==> config.mk <==
export PLATFORM = sky130hd
export DESIGN_NAME = mseq_ctrl
export DESIGN_NICKNAME = d
export VERILOG_FILES = /design/src/rtl/mseq_pkg.sv /design/src/rtl/mseq_rom.sv /design/src/rtl/mseq_dispatch.sv /design/src/rtl/mseq_next.sv /design/src/rtl/mseq_ctrl.sv
export SDC_FILE = /design/constraint.sdc
export NUM_CORES = 1
export LEC_CHECK = 0
export BUFFER_PORTS_ARGS = -buffer_cell sky130_fd_sc_hd__buf_2
export CAP_MARGIN = 20
export CORE_MARGIN = 2
export CORE_UTILIZATION = 41
export CTS_CLUSTER_DIAMETER = 150
export DETAILED_ROUTE_END_ITERATION = 16
export PLACE_DENSITY = 0.77
export SYNTH_ARGS = -nofsm -noshare
export SYNTH_HDL_FRONTEND = slang
export SYNTH_HIERARCHICAL = 1
export SYNTH_SLANG_ARGS = --single-unit
==> constraint.sdc <==
create_clock -name clk -period 2.1 [get_ports clk]
set_clock_uncertainty 0.05 [all_clocks]
set_input_delay 0.315 -clock clk [delete_from_list [all_inputs] [get_ports clk]]
set_output_delay 0.315 -clock clk [all_outputs]
set_load 0.005 [all_outputs]
==> src/rtl/mseq_pkg.sv <==
package mseq_pkg;
    localparam int UA_W  = 4;
    localparam int OPC_W = 6;

    typedef logic [UA_W-1:0] uaddr_t;

    localparam uaddr_t ST_FETCH  = UA_W'(0);
    localparam uaddr_t ST_DECODE = UA_W'(1);
    localparam uaddr_t ST_BR_CMP = UA_W'(2);
    localparam uaddr_t ST_BR_TGT = UA_W'(3);
    localparam uaddr_t ST_R_EXE  = UA_W'(4);
    localparam uaddr_t ST_R_WB   = UA_W'(5);
    localparam uaddr_t ST_OR_EXE = UA_W'(6);
    localparam uaddr_t ST_OR_WB  = UA_W'(7);
    localparam uaddr_t ST_LW_ADR = UA_W'(8);
    localparam uaddr_t ST_LW_RD  = UA_W'(9);
    localparam uaddr_t ST_LW_WB  = UA_W'(10);
    localparam uaddr_t ST_SW_ADR = UA_W'(11);
    localparam uaddr_t ST_SW_WR  = UA_W'(12);

    localparam logic [1:0] ALU_ADD = 2'b00;
    localparam logic [1:0] ALU_SUB = 2'b01;
    localparam logic [1:0] ALU_FN  = 2'b10;
    localparam logic [1:0] ALU_OR  = 2'b11;

    localparam logic [1:0] BSEL_REG = 2'b00;
    localparam logic [1:0] BSEL_FOUR = 2'b01;
    localparam logic [1:0] BSEL_IMM = 2'b10;
    localparam logic [1:0] BSEL_IMM4 = 2'b11;

    typedef enum logic [1:0] {
        SEQ_ZERO = 2'd0,
        SEQ_INC  = 2'd1,
        SEQ_DISP = 2'd2
    } seq_op_e;

    typedef struct packed {
        logic       pc_wr;
        logic       pc_cond;
        logic       pc_src;
        logic       addr_sel;
        logic       mem_wr;
        logic       instr_ld;
        logic       dst_rd;
        logic       rf_wr;
        logic       wb_mem;
        logic       a_reg;
        logic [1:0] b_sel;
        logic [1:0] alu_op;
        logic       sext;
        seq_op_e    seq;
    } uword_t;
endpackage

==> src/rtl/mseq_rom.sv <==
module mseq_rom
    import mseq_pkg::*;
(
    input  uaddr_t addr,
    output uword_t uw
);
    always_comb begin
        uw     = '0;
        uw.seq = SEQ_ZERO;
        case (addr)
            ST_FETCH: begin
                uw.pc_wr    = 1'b1;
                uw.instr_ld = 1'b1;
                uw.b_sel    = BSEL_FOUR;
                uw.alu_op   = ALU_ADD;
                uw.seq      = SEQ_INC;
            end
            ST_DECODE: begin
                uw.seq = SEQ_DISP;
            end
            ST_BR_CMP: begin
                uw.a_reg  = 1'b1;
                uw.b_sel  = BSEL_REG;
                uw.alu_op = ALU_SUB;
                uw.seq    = SEQ_INC;
            end
            ST_BR_TGT: begin
                uw.pc_cond = 1'b1;
                uw.pc_src  = 1'b1;
                uw.b_sel   = BSEL_IMM4;
                uw.alu_op  = ALU_ADD;
                uw.sext    = 1'b1;
            end
            ST_R_EXE: begin
                uw.a_reg  = 1'b1;
                uw.b_sel  = BSEL_REG;
                uw.alu_op = ALU_FN;
                uw.seq    = SEQ_INC;
            end
            ST_R_WB: begin
                uw.rf_wr  = 1'b1;
                uw.dst_rd = 1'b1;
            end
            ST_OR_EXE: begin
                uw.a_reg  = 1'b1;
                uw.b_sel  = BSEL_IMM;
                uw.alu_op = ALU_OR;
                uw.seq    = SEQ_INC;
            end
            ST_OR_WB: begin
                uw.rf_wr = 1'b1;
            end
            ST_LW_ADR, ST_SW_ADR: begin
                uw.a_reg  = 1'b1;
                uw.b_sel  = BSEL_IMM;
                uw.alu_op = ALU_ADD;
                uw.sext   = 1'b1;
                uw.seq    = SEQ_INC;
            end
            ST_LW_RD: begin
                uw.addr_sel = 1'b1;
                uw.seq      = SEQ_INC;
            end
            ST_LW_WB: begin
                uw.rf_wr  = 1'b1;
                uw.wb_mem = 1'b1;
            end
            ST_SW_WR: begin
                uw.addr_sel = 1'b1;
                uw.mem_wr   = 1'b1;
            end
            default: begin
                uw.seq = SEQ_ZERO;
            end
        endcase
    end
endmodule

==> src/rtl/mseq_dispatch.sv <==
module mseq_dispatch
    import mseq_pkg::*;
#(
    parameter logic [OPC_W-1:0] OPC_RTYPE = 6'b000000,
    parameter logic [OPC_W-1:0] OPC_ORI   = 6'b001101,
    parameter logic [OPC_W-1:0] OPC_LW    = 6'b100011,
    parameter logic [OPC_W-1:0] OPC_SW    = 6'b101011,
    parameter logic [OPC_W-1:0] OPC_BEQ   = 6'b000100
) (
    input  logic [OPC_W-1:0] opcode,
    output uaddr_t           tgt
);
    always_comb begin
        if (opcode == OPC_RTYPE)     tgt = ST_R_EXE;
        else if (opcode == OPC_ORI)  tgt = ST_OR_EXE;
        else if (opcode == OPC_LW)   tgt = ST_LW_ADR;
        else if (opcode == OPC_SW)   tgt = ST_SW_ADR;
        else if (opcode == OPC_BEQ)  tgt = ST_BR_CMP;
        else                         tgt = ST_FETCH;
    end
endmodule

==> src/rtl/mseq_next.sv <==
module mseq_next
    import mseq_pkg::*;
(
    input  seq_op_e op,
    input  uaddr_t  upc,
    input  uaddr_t  disp_tgt,
    output uaddr_t  nxt
);
    always_comb begin
        case (op)
            SEQ_INC:  nxt = upc + UA_W'(1);
            SEQ_DISP: nxt = disp_tgt;
            default:  nxt = ST_FETCH;
        endcase
    end
endmodule

==> src/rtl/mseq_ctrl.sv <==
module mseq_ctrl
    import mseq_pkg::*;
#(
    parameter logic [OPC_W-1:0] OPC_RTYPE = 6'b000000,
    parameter logic [OPC_W-1:0] OPC_ORI   = 6'b001101,
    parameter logic [OPC_W-1:0] OPC_LW    = 6'b100011,
    parameter logic [OPC_W-1:0] OPC_SW    = 6'b101011,
    parameter logic [OPC_W-1:0] OPC_BEQ   = 6'b000100
) (
    input  logic             clk,
    input  logic             rst,
    input  logic [OPC_W-1:0] opcode,
    input  logic             alu_zero,
    output logic [UA_W-1:0]  state_o,
    output logic             pc_wr_en,
    output logic             pc_cond_wr_en,
    output logic             pc_load,
    output logic             pc_src_sel,
    output logic             mem_addr_sel,
    output logic             mem_wr_en,
    output logic             instr_ld,
    output logic             dst_sel_rd,
    output logic             rf_wr_en,
    output logic             wb_from_mem,
    output logic             alu_a_from_reg,
    output logic [1:0]       alu_b_sel,
    output logic [1:0]       alu_op,
    output logic             imm_sign_ext
);
    typedef struct packed {
        uaddr_t upc;
        logic   eq;
    } ctl_t;

    ctl_t   ctl_d, ctl_q;
    uword_t uw;
    uaddr_t disp_tgt;
    uaddr_t nxt_addr;

    mseq_rom i_rom (
        .addr (ctl_q.upc),
        .uw   (uw)
    );

    mseq_dispatch #(
        .OPC_RTYPE (OPC_RTYPE),
        .OPC_ORI   (OPC_ORI),
        .OPC_LW    (OPC_LW),
        .OPC_SW    (OPC_SW),
        .OPC_BEQ   (OPC_BEQ)
    ) i_disp (
        .opcode (opcode),
        .tgt    (disp_tgt)
    );

    mseq_next i_next (
        .op       (uw.seq),
        .upc      (ctl_q.upc),
        .disp_tgt (disp_tgt),
        .nxt      (nxt_addr)
    );

    always_comb begin
        ctl_d     = ctl_q;
        ctl_d.upc = nxt_addr;
        if (ctl_q.upc == ST_BR_CMP) begin
            ctl_d.eq = alu_zero;
        end
        if (rst) begin
            ctl_d = '0;
        end
    end

    always_ff @(posedge clk) begin
        ctl_q <= ctl_d;
    end

    assign state_o        = ctl_q.upc;
    assign pc_wr_en       = uw.pc_wr;
    assign pc_cond_wr_en  = uw.pc_cond;
    assign pc_load        = uw.pc_wr | (uw.pc_cond & ctl_q.eq);
    assign pc_src_sel     = uw.pc_src;
    assign mem_addr_sel   = uw.addr_sel;
    assign mem_wr_en      = uw.mem_wr;
    assign instr_ld       = uw.instr_ld;
    assign dst_sel_rd     = uw.dst_rd;
    assign rf_wr_en       = uw.rf_wr;
    assign wb_from_mem    = uw.wb_mem;
    assign alu_a_from_reg = uw.a_reg;
    assign alu_b_sel      = uw.b_sel;
    assign alu_op         = uw.alu_op;
    assign imm_sign_ext   = uw.sext;
endmodule

==> impl_metrics.env, run 1 <==
export IMPL_syn_instance_count=78
export IMPL_synth_top_cell_by_area="dfxtp_1"
export IMPL_crit_end="alu_a_from_reg"
export IMPL_tritoncts="yes"
export IMPL_period_needed_ps=1980
export IMPL_clkSinkCount=5
export IMPL_outcome="finished clean"
export IMPL_tightest_slew_ps=436
export IMPL_synth_nets=90
export IMPL_final_setup_viol_count=0
export IMPL_dieHeight_microns=43.4
export IMPL_synth_seq_cells=5
export IMPL_ant_nets=0
export IMPL_fin_setup_tns_ps=0
export IMPL_irDropWorstVdd_uv=388
export IMPL_ctsHoldBuffers=0
export IMPL_die_area_sq_mm=0.00188
export IMPL_critPathMaxFanout=13
export IMPL_max_slew_margin_pct=70.6
export IMPL_p_per_area_mw_per_mm2=868
export IMPL_path_clk_slew_ps=40
export IMPL_rows=14
export IMPL_core_area_sq_mm=0.00147
export IMPL_num_vias=648
export IMPL_avgSynthCellArea_sq_um=8.15
export IMPL_worst_skew_pair_late_latency_ps=230
export IMPL_cts_buffers=3
export IMPL_diodes=0
export IMPL_post_dp_hpwl_microns=1120
export IMPL_avgViaCountPerCell=5.36
export IMPL_globalplace_congestion=0.823
export IMPL_cp_required_ps=1740
export IMPL_grt_antenna_before_repair=0
export IMPL_root_buffer="clkbuf_4"
export IMPL_die_x_microns=43.4
export IMPL_hold_violations=0
export IMPL_p_leak_nw=0.407
export IMPL_initial_core_util_pct=43.2
export IMPL_io_pins=29
export IMPL_r2r_start="state_o[0]$_SDFF_PP0_"
export IMPL_fin_crit_sh_pct=94.4
export IMPL_rsz0062_at_grt="false"
export IMPL_drtIter0Drc=2
export IMPL_drc=0
export IMPL_cts_resized_gates=0
export IMPL_drive_above_1_share_pct=39.0
export IMPL_grt_pass1_vias=576
export IMPL_crit_type="reg -> out"
export IMPL_portBuffers=28
export IMPL_synthTopCellsByArea="dfxtp_1, buf_4, ha_1"
export IMPL_yosys_warnings=6
export IMPL_cts_max_level=1
export IMPL_gr_total_overflow=0
export IMPL_area_growth_pct=24.4
export IMPL_hold_slack_ps=250
export IMPL_grt_usage_pct=16.5
export IMPL_reg2reg_slack_ps=160
export IMPL_reg2reg_to="state_o[3]$_SDFF_PP0_"
export IMPL_synth_cell_types=38
export IMPL_grt_max_degree=15
export IMPL_seq_area_frac_synth_pct=15.7
export IMPL_clockBufferDepth=2
export IMPL_r2r_cells=8
export IMPL_synth_top_area_share_pct=15.7
export IMPL_finalNetCount=118
export IMPL_crit_start="state_o[3]$_SDFF_PP0_"
export IMPL_postCtsSetupRepairBufs=0
export IMPL_holdCritPathClass="in -> reg"
export IMPL_crit_path_end_kind="output pin"
export IMPL_syn_cell_area_sq_um=636
export IMPL_detail_route_wl_per_cell_microns=11.3
export IMPL_crit_arrival_ps=1620
export IMPL_drv_cap=0
export IMPL_grt_pass1_wl_microns=2360
export IMPL_drt_wl_total_microns=1370
export IMPL_cp_start_kind="flip-flop"
export IMPL_firstDrtPassIters=4
export IMPL_drv_slew=0
export IMPL_fmax_mhz=505
export IMPL_fill_cells=162
==> power by group <==
part / internal [W] / switching (W)
combinational: 0.000234 / 0.000217
clock: 0.0000717 / 0.0000377
sequential: 0.000114 / 0.0000113
total: 0.000420 / 0.000266
==> layer usage <==
layer	vias up	global-route usage, %	wire length [microns]
li1	332	-	-
met1	295	18.5	576
met2	21	30.4	723
met3	0	2.50	70
met4	0	7.27	0
met5	-	0	0
==> stage by stage <==
stage | std cells | utilization [%] | total power, W | area (sq um) | setup WS (ps)
global route | 121 | 53.7 | 0.000748 | 791 | 25.5
finish | 121 | 53.7 | 0.000687 | 791 | 118
global placement | 117 | 51.5 | 0.000565 | 758 | 218
CTS | 121 | 53.3 | 0.000685 | 785 | 108
detailed placement | 117 | 51.5 | 0.000573 | 758 | 126
floorplan | 78 | - | 0.000472 | 637 | 58.3
==> state kept, by name, summed over array words and instances, names as in the netlist <==
name	count
state_o	4
ctl_q	1
==> worst min-delay path by stage <==
stage / from / end / depth (start not counted)
global placement: ctl_q[0]$_SDFFE_PP0N_ / ctl_q[0]$_SDFFE_PP0N_ / 2
global route: rst / state_o[0]$_SDFF_PP0_ / 2
detailed placement: ctl_q[0]$_SDFFE_PP0N_ / ctl_q[0]$_SDFFE_PP0N_ / 2
floorplan: rst / state_o[0]$_SDFF_PP0_ / 1
finish: rst / state_o[0]$_SDFF_PP0_ / 2
CTS: rst / state_o[0]$_SDFF_PP0_ / 2
==> final cells by class <==
cell class | count | area (sq um) | share of cell area (%)
Clock buffer | 4 | 26.3 | 3.32
Inverter | 3 | 11.3 | 1.42
Multi-Input combinational cell | 60 | 454 | 57.4
Sequential cell | 5 | 101 | 12.8
Tap cell | 16 | 20.0 | 2.53
Timing Repair Buffer | 33 | 178 | 22.5
==> Yosys cell counts <==
cell type	number
buf_4	8
nor2b_1	6
dfxtp_1	5
nand2b_1	4
nor2_1	4
nor3b_1	4
ha_1	3
inv_1	3
nand2_1	3
nor3_1	3
a22oi_1	2
and3b_1	2
nand3_1	2
nand3b_1	2
nand4b_1	2
nor4_1	2
xor2_1	2
a2111oi_2	1
a211o_1	1
a21o_1	1
a21oi_1	1
and4b_1	1
buf_2	1
buf_6	1
mux2i_1	1
nor4b_1	1
nor4b_4	1
o211ai_1	1
o21ai_1	1
o22ai_1	1
o32ai_1	1
or2_2	1
or2b_1	1
or3_1	1
or3b_1	1
or4_1	1
or4b_1	1
xnor2_1	1
==> cells by family (layout without fill, tap and decap cells) <==
family | Yosys count | in the layout | synth area share (%)
AND/OR/NAND/NOR | 43 | 43 | 46.5
XOR/XNOR | 3 | 3 | 4.13
adder cells (fa/ha/maj) | 3 | 3 | 5.91
AO/OA/AOI/OAI | 10 | 10 | 12.4
multiplexers | 1 | 1 | 1.57
buffers and inverters | 13 | 40 | 13.8
flip-flops | 5 | 5 | 15.7
==> cells in the final DEF (no fill, tap or decap), types with 2 or more instances in the layout <==
cell | netlist | routed
nand4b_1 | 2 | 2
nor2_1 | 4 | 4
nor4_1 | 2 | 2
buf_2 | 1 | 28
nand3b_1 | 2 | 2
nor2b_1 | 6 | 6
nor3_1 | 3 | 3
a22oi_1 | 2 | 2
dfxtp_1 | 5 | 4
clkbuf_4 | 0 | 3
and3b_1 | 2 | 2
nand2b_1 | 4 | 4
nand2_1 | 3 | 3
inv_1 | 3 | 3
nor3b_1 | 4 | 4
buf_4 | 8 | 5
xor2_1 | 2 | 2
ha_1 | 3 | 3
nand3_1 | 2 | 2
==> worst max-delay path, stage by stage, from the launching register on <==
cell     delay, ps
dfxtp_1        420
buf_4          230
nor3b_1         90
or4_1          510
buf_2          140
(Power assumes the default switching activity.)
==> run 2: changes to the inputs <==
--- a/config.mk
+++ b/config.mk
@@ -5,13 +5,13 @@
 export SDC_FILE = /design/constraint.sdc
 export NUM_CORES = 1
 export LEC_CHECK = 0
-export BUFFER_PORTS_ARGS = -buffer_cell sky130_fd_sc_hd__buf_2
 export CAP_MARGIN = 20
-export CORE_MARGIN = 2
-export CORE_UTILIZATION = 41
+export CORE_AREA = 2 2 39 41
 export CTS_CLUSTER_DIAMETER = 150
 export DETAILED_ROUTE_END_ITERATION = 16
-export PLACE_DENSITY = 0.77
+export DIE_AREA = 0 0 41 43
+export DONT_BUFFER_PORTS = 1
+export PLACE_DENSITY = 0.68
 export SYNTH_ARGS = -nofsm -noshare
 export SYNTH_HDL_FRONTEND = slang
 export SYNTH_HIERARCHICAL = 1
==> impl_metrics.env, run 2 (same netlist as run 1, synthesis figures left out) <==
export IMPL_ant_nets=0
export IMPL_initial_core_util_pct=45.9
export IMPL_use_met1_pct=17.1
export IMPL_firstDrtPassIters=4
export IMPL_final_setup_viol_count=0
export IMPL_drt_wl_total_microns=1250
export IMPL_worstHoldStart="rst"
export IMPL_die_area_sq_mm=0.00176
export IMPL_p_per_area_mw_per_mm2=949
export IMPL_drtIter0Drc=3
export IMPL_path_clk_slew_ps=50
export IMPL_hold_violations=0
export IMPL_largest_reg_flops=4
export IMPL_crit_type="reg -> reg"
export IMPL_cts_buffers=3
export IMPL_worst_skew_pair_late_latency_ps=240
export IMPL_area_growth_pct=3.35
export IMPL_holdCritPathClass="in -> reg"
export IMPL_p_leak_nw=0.281
export IMPL_crit_arrival_ps=2060
export IMPL_drc=0
export IMPL_hold_slack_ps=82.3
export IMPL_drv_cap=0
export IMPL_max_slew_margin_pct=69.4
export IMPL_drive_above_1_share_pct=19.5
export IMPL_critPathMaxFanout=7
export IMPL_finalNetCount=90
export IMPL_cp_start_kind="flip-flop"
export IMPL_outcome="finished clean"
export IMPL_crit_start="state_o[0]$_SDFF_PP0_"
export IMPL_fill_cells=146
export IMPL_rsz0062_at_grt="false"
export IMPL_tightest_slew_ps=455
export IMPL_layout_commonest_cell="nor2b_1"
export IMPL_detail_route_wl_per_cell_microns=13.4
export IMPL_rows=14
export IMPL_drv_slew=0
export IMPL_io_pins=29
export IMPL_dpl_cell_area_sq_um=618
export IMPL_irDropWorstVdd_uv=378
export IMPL_fmax_mhz=519
export IMPL_grt_antenna_before_repair=0
export IMPL_die_x_microns=41
export IMPL_grt_util_met3_pct=3.66
export IMPL_root_buffer="clkbuf_4"
export IMPL_cp_required_ps=2230
export IMPL_cts_max_level=1
export IMPL_num_vias=549
export IMPL_post_dp_hpwl_microns=947
export IMPL_clockBufferDepth=2
export IMPL_r2r_start="state_o[0]$_SDFF_PP0_"
export IMPL_grt_pass1_wl_microns=1700
export IMPL_dieHeight_microns=43
export IMPL_post_place_cells=89
export IMPL_use_met2_pct=22.2
export IMPL_clkSinkCount=5
export IMPL_period_needed_ps=1930
export IMPL_core_area_sq_mm=0.00138
export IMPL_portBuffers=0
export IMPL_gr_total_overflow=0
export IMPL_crit_path_end_kind="flip-flop"
export IMPL_final_cells=93
export IMPL_grt_max_degree=16
export IMPL_postCtsSetupRepairBufs=0
export IMPL_diodes=0
export IMPL_grt_pass1_vias=427
export IMPL_fin_crit_sh_pct=91.8
export IMPL_busiest_layer="met2"
export IMPL_fin_setup_tns_ps=0
export IMPL_tritoncts="yes"
export IMPL_globalplace_congestion=0.815
export IMPL_avgViaCountPerCell=5.90
export IMPL_final_cell_mix="nor2b_1, buf_4, nand2b_1, dfxtp_1, nor2_1"
export IMPL_design_area_sq_um=657
export IMPL_grt_usage_pct=13.9
export IMPL_ctsHoldBuffers=0
==> run 2: changes by cell type in the layout (fill, tap and decap cells not counted), sizes merged <==
cell	delta
clkinv	+1
buf	-28
clkbuf	-1
==> run 2: power by group <==
group	switching [W]	leakage [nW]	internal, W
Combinational	0.000190	0.223	0.000189
Clock	0.0000396	0.0177	0.0000689
Sequential	0.0000220	0.0411	0.000114
Total	0.000251	0.281	0.000372
==> run 2: per-layer routing <==
| metal | vias to the layer above | wire (microns) |
|---|---|---|
| met5 | - | 0 |
| li1 | 276 | - |
| met1 | 251 | 500 |
| met3 | 0 | 103 |
| met2 | 22 | 644 |
| met4 | 0 | 0 |
==> run 2: worst max-delay path: stages, from the launching register on <==
cell and delay (ps):
dfxtp_2 380, nor2b_1 210, nor3b_2 230, ha_1 310, or3b_1 380, o211ai_1 160
nor2b_1 140
==> run 2: final cells by class <==
| cell class | count | area (sq um) | area share [%] |
|---|---|---|---|
| sequential | 5 | 101 | 15.4 |
| clock inverter | 1 | 5.00 | 0.762 |
| timing repair buffer | 5 | 37.5 | 5.71 |
| clock buffer | 3 | 22.5 | 3.43 |
| multi-input combinational | 60 | 459 | 69.9 |
| tap | 16 | 20.0 | 3.05 |
| inverter | 3 | 11.3 | 1.71 |
==> run 2: final timing paths <==
path	endpoint	slack, ps	cells past startpoint
worst max-delay path	state_o[3]$_SDFF_PP0_	170	6
worst min-delay path	state_o[0]$_SDFF_PP0_	80	1
worst max register to register	state_o[3]$_SDFF_PP0_	170	6
worst min register to register	ctl_q[0]$_SDFFE_PP0N_	450	2
==> run 2: repair_timing <==
action	CTS	global route
gates resized for setup	0	2
endpoints found under the setup margin	0	1
hold endpoints to repair	0	0
==> run 2: per-stage QoR <==
step | util, % | power (W) | worst slack (ps)
3_3_place_gp | 44.7 | 0.000499 | 213
5_1_grt | 47.5 | 0.000692 | 17.5
4_1_cts | 46.7 | 0.000619 | 154
2_1_floorplan | - | 0.000472 | 58.3
6_report | 47.5 | 0.000624 | 173
3_5_place_dp | 44.7 | 0.000505 | 171
==> run 3: changes to the inputs <==
--- a/config.mk
+++ b/config.mk
@@ -11,8 +11,7 @@
 export DETAILED_ROUTE_END_ITERATION = 16
 export DIE_AREA = 0 0 41 43
 export DONT_BUFFER_PORTS = 1
-export PLACE_DENSITY = 0.68
+export PLACE_DENSITY = 0.69
 export SYNTH_ARGS = -nofsm -noshare
 export SYNTH_HDL_FRONTEND = slang
-export SYNTH_HIERARCHICAL = 1
 export SYNTH_SLANG_ARGS = --single-unit
==> impl_metrics.env, run 3 <==
export IMPL_outcome="finished clean"
export IMPL_path_clk_slew_ps=40
export IMPL_final_util_pct=48.5
export IMPL_worstHoldStart="rst"
export IMPL_clockBufferDepth=2
export IMPL_drtIter0Drc=5
export IMPL_ant_nets=0
export IMPL_max_slew_margin_pct=84.6
export IMPL_irDropWorstVdd_uv=380
export IMPL_crit_arrival_ps=2010
export IMPL_hold_depth=1
export IMPL_io_pins=29
export IMPL_p_per_area_mw_per_mm2=834
export IMPL_rows=14
export IMPL_yosys_warnings=0
export IMPL_p_total_w=0.000560
export IMPL_period_needed_ps=1910
export IMPL_largest_reg_flops=4
export IMPL_timing_critical_path_mode_cell="o21ai_0"
export IMPL_slowest_stage="dfxtp_2"
export IMPL_rsz0062_at_grt="false"
export IMPL_synthArstFlopShare_pct=0
export IMPL_synth_nets=97
export IMPL_num_vias=538
export IMPL_grt_pass1_wl_microns=1870
export IMPL_syn_cell_area_sq_um=646
export IMPL_critPathMaxFanout=5
export IMPL_synth_most_common_cell="ha_1"
export IMPL_multi_input_area_sq_um=462
export IMPL_synth_cell_types=33
export IMPL_finalNetCount=98
export IMPL_grt_max_degree=12
export IMPL_synth_edf_count=0
export IMPL_synth_commonest_cells="ha_1, buf_4, dfxtp_1, nand2_1, nor2_1"
export IMPL_p_leak_nw=0.301
export IMPL_cts_buffers=3
export IMPL_fill_cells=138
export IMPL_seq_area_frac_synth_pct=15.5
export IMPL_seq_area_sq_um=103
export IMPL_drive_above_1_share_pct=19.8
export IMPL_root_buffer="clkbuf_4"
export IMPL_globalplace_congestion=0.781
export IMPL_grt_antenna_before_repair=0
export IMPL_cp_required_ps=2210
export IMPL_diodes=0
export IMPL_holdCritPathClass="in -> reg"
export IMPL_syn_instance_count=81
export IMPL_avgSynthCellArea_sq_um=7.97
export IMPL_tritoncts="yes"
export IMPL_clkSinkCount=5
export IMPL_fmax_mhz=525
export IMPL_drv_cap=0
export IMPL_firstDrtPassIters=2
export IMPL_drc=0
export IMPL_cts_max_level=1
export IMPL_path_cells="inv_1, ha_1, o21ai_0, o21ai_0, o21ai_0, ha_1, nor4b_4, a32oi_1, a21boi_1"
export IMPL_synth_seq_cells=5
export IMPL_synth_top_cell_by_area="dfxtp_1"
export IMPL_final_setup_viol_count=0
export IMPL_ys_flop_type="dfxtp_1"
export IMPL_r2r_start="state_o[1]$_SDFF_PP0_"
export IMPL_core_area_sq_mm=0.00138
export IMPL_initial_core_util_pct=46.7
export IMPL_portBuffers=0
export IMPL_area_growth_pct=3.88
export IMPL_postCtsSetupRepairBufs=0
export IMPL_timing_critical_path_buf_inv=1
export IMPL_synthTopCellsByArea="dfxtp_1, ha_1, buf_4"
export IMPL_reg2reg_to="state_o[1]$_SDFF_PP0_"
export IMPL_final_cell_mix="ha_1, buf_4, nor2_1, nand2_1"
export IMPL_r2r_cells=9
export IMPL_cpPeakStageDelay_ps=380
export IMPL_hold_violations=0
export IMPL_fin_crit_sh_pct=90.7
export IMPL_crit_type="reg -> reg"
export IMPL_worst_skew_pair_late_latency_ps=230
export IMPL_drt_wl_total_microns=1220
export IMPL_layout_commonest_cell="ha_1"
export IMPL_die_x_microns=41
export IMPL_crit_family="compound AO/OA/AOI/OAI gates"
export IMPL_gr_total_overflow=0
export IMPL_reg2reg_slack_ps=190
export IMPL_grt_pass1_vias=484
export IMPL_ctsHoldBuffers=0
export IMPL_crit_path_end_kind="flip-flop"
export IMPL_cts_resized_gates=0
export IMPL_dieHeight_microns=43
export IMPL_die_area_sq_mm=0.00176
export IMPL_grt_usage_pct=15.0
export IMPL_drv_slew=0
export IMPL_fin_setup_tns_ps=0
export IMPL_post_dp_hpwl_microns=998
export IMPL_tightest_slew_ps=229
export IMPL_cp_start_kind="flip-flop"
export IMPL_synth_top_area_share_pct=15.5
export IMPL_hold_end="ctl_q[0]$_SDFFE_PP0P_"
export IMPL_avgViaCountPerCell=5.55
export IMPL_detail_route_wl_per_cell_microns=12.5
run 3: changes by cell type after synthesis, sizes merged, moves of 3 or more:
cell	before	now
o21ai	1	8
o21a	0	3
nor2b	6	3
and2	0	4
ha	3	7
nand2b	4	1
run 3: report_power, final:
part | total (W) | internal [W] | switching (W)
registers | 0.000135 | 0.000113 | 0.0000219
logic | 0.000316 | 0.000148 | 0.000168
clock network | 0.000108 | 0.0000717 | 0.0000368
run 3: cell type report:
class / count / share of cell area (%)
repair buffers: 6 / 6.72
clock buffers: 4 / 3.92
well taps: 16 / 2.99
flip-flops and latches: 5 / 15.3
multi-input cells: 62 / 68.8
inverters: 4 / 2.24
run 3: through the flow:
stage	setup WS [ps]	hold slack, ps	instance area [sq um]	std cells
after global routing	17.0	84.5	671	97
after floorplan	306	337	646	81
after CTS	72.8	92.8	659	97
after global placement	134	338	633	93
final	194	97.3	671	97
after detailed placement	93.5	340	633	93
run 3: cells by family after synthesis:
kind of cell    synth area share (%)
simple gates                    32.8
xor+xnor                        2.71
compound gates                  18.0
fa+ha+maj                       13.6
buf+inv                         14.3
flops                           15.5
mux                             3.10
run 3: routing by layer:
metal	wire [microns]	GRT usage (%)	vias up	part of all wire, %
met5	0	0	-	0
met4	0	2.00	0	0
met3	92	4.71	0	7.6
met2	616	25.6	19	51
met1	505	17.7	242	42
li1	-	-	277	-
run 3: worst max path at each step:
stage / end / from / slack, ps / depth (start not counted)
floorplan: state_o[1]$_SDFF_PP0_ / state_o[0]$_SDFF_PP0_ / 310 / 9
global placement: state_o[1]$_SDFF_PP0_ / state_o[1]$_SDFF_PP0_ / 130 / 9
detailed placement: state_o[1]$_SDFF_PP0_ / state_o[1]$_SDFF_PP0_ / 90 / 9
CTS: state_o[1]$_SDFF_PP0_ / state_o[1]$_SDFF_PP0_ / 70 / 9
global route: state_o[1]$_SDFF_PP0_ / state_o[1]$_SDFF_PP0_ / 20 / 9
finish: state_o[1]$_SDFF_PP0_ / state_o[1]$_SDFF_PP0_ / 190 / 9
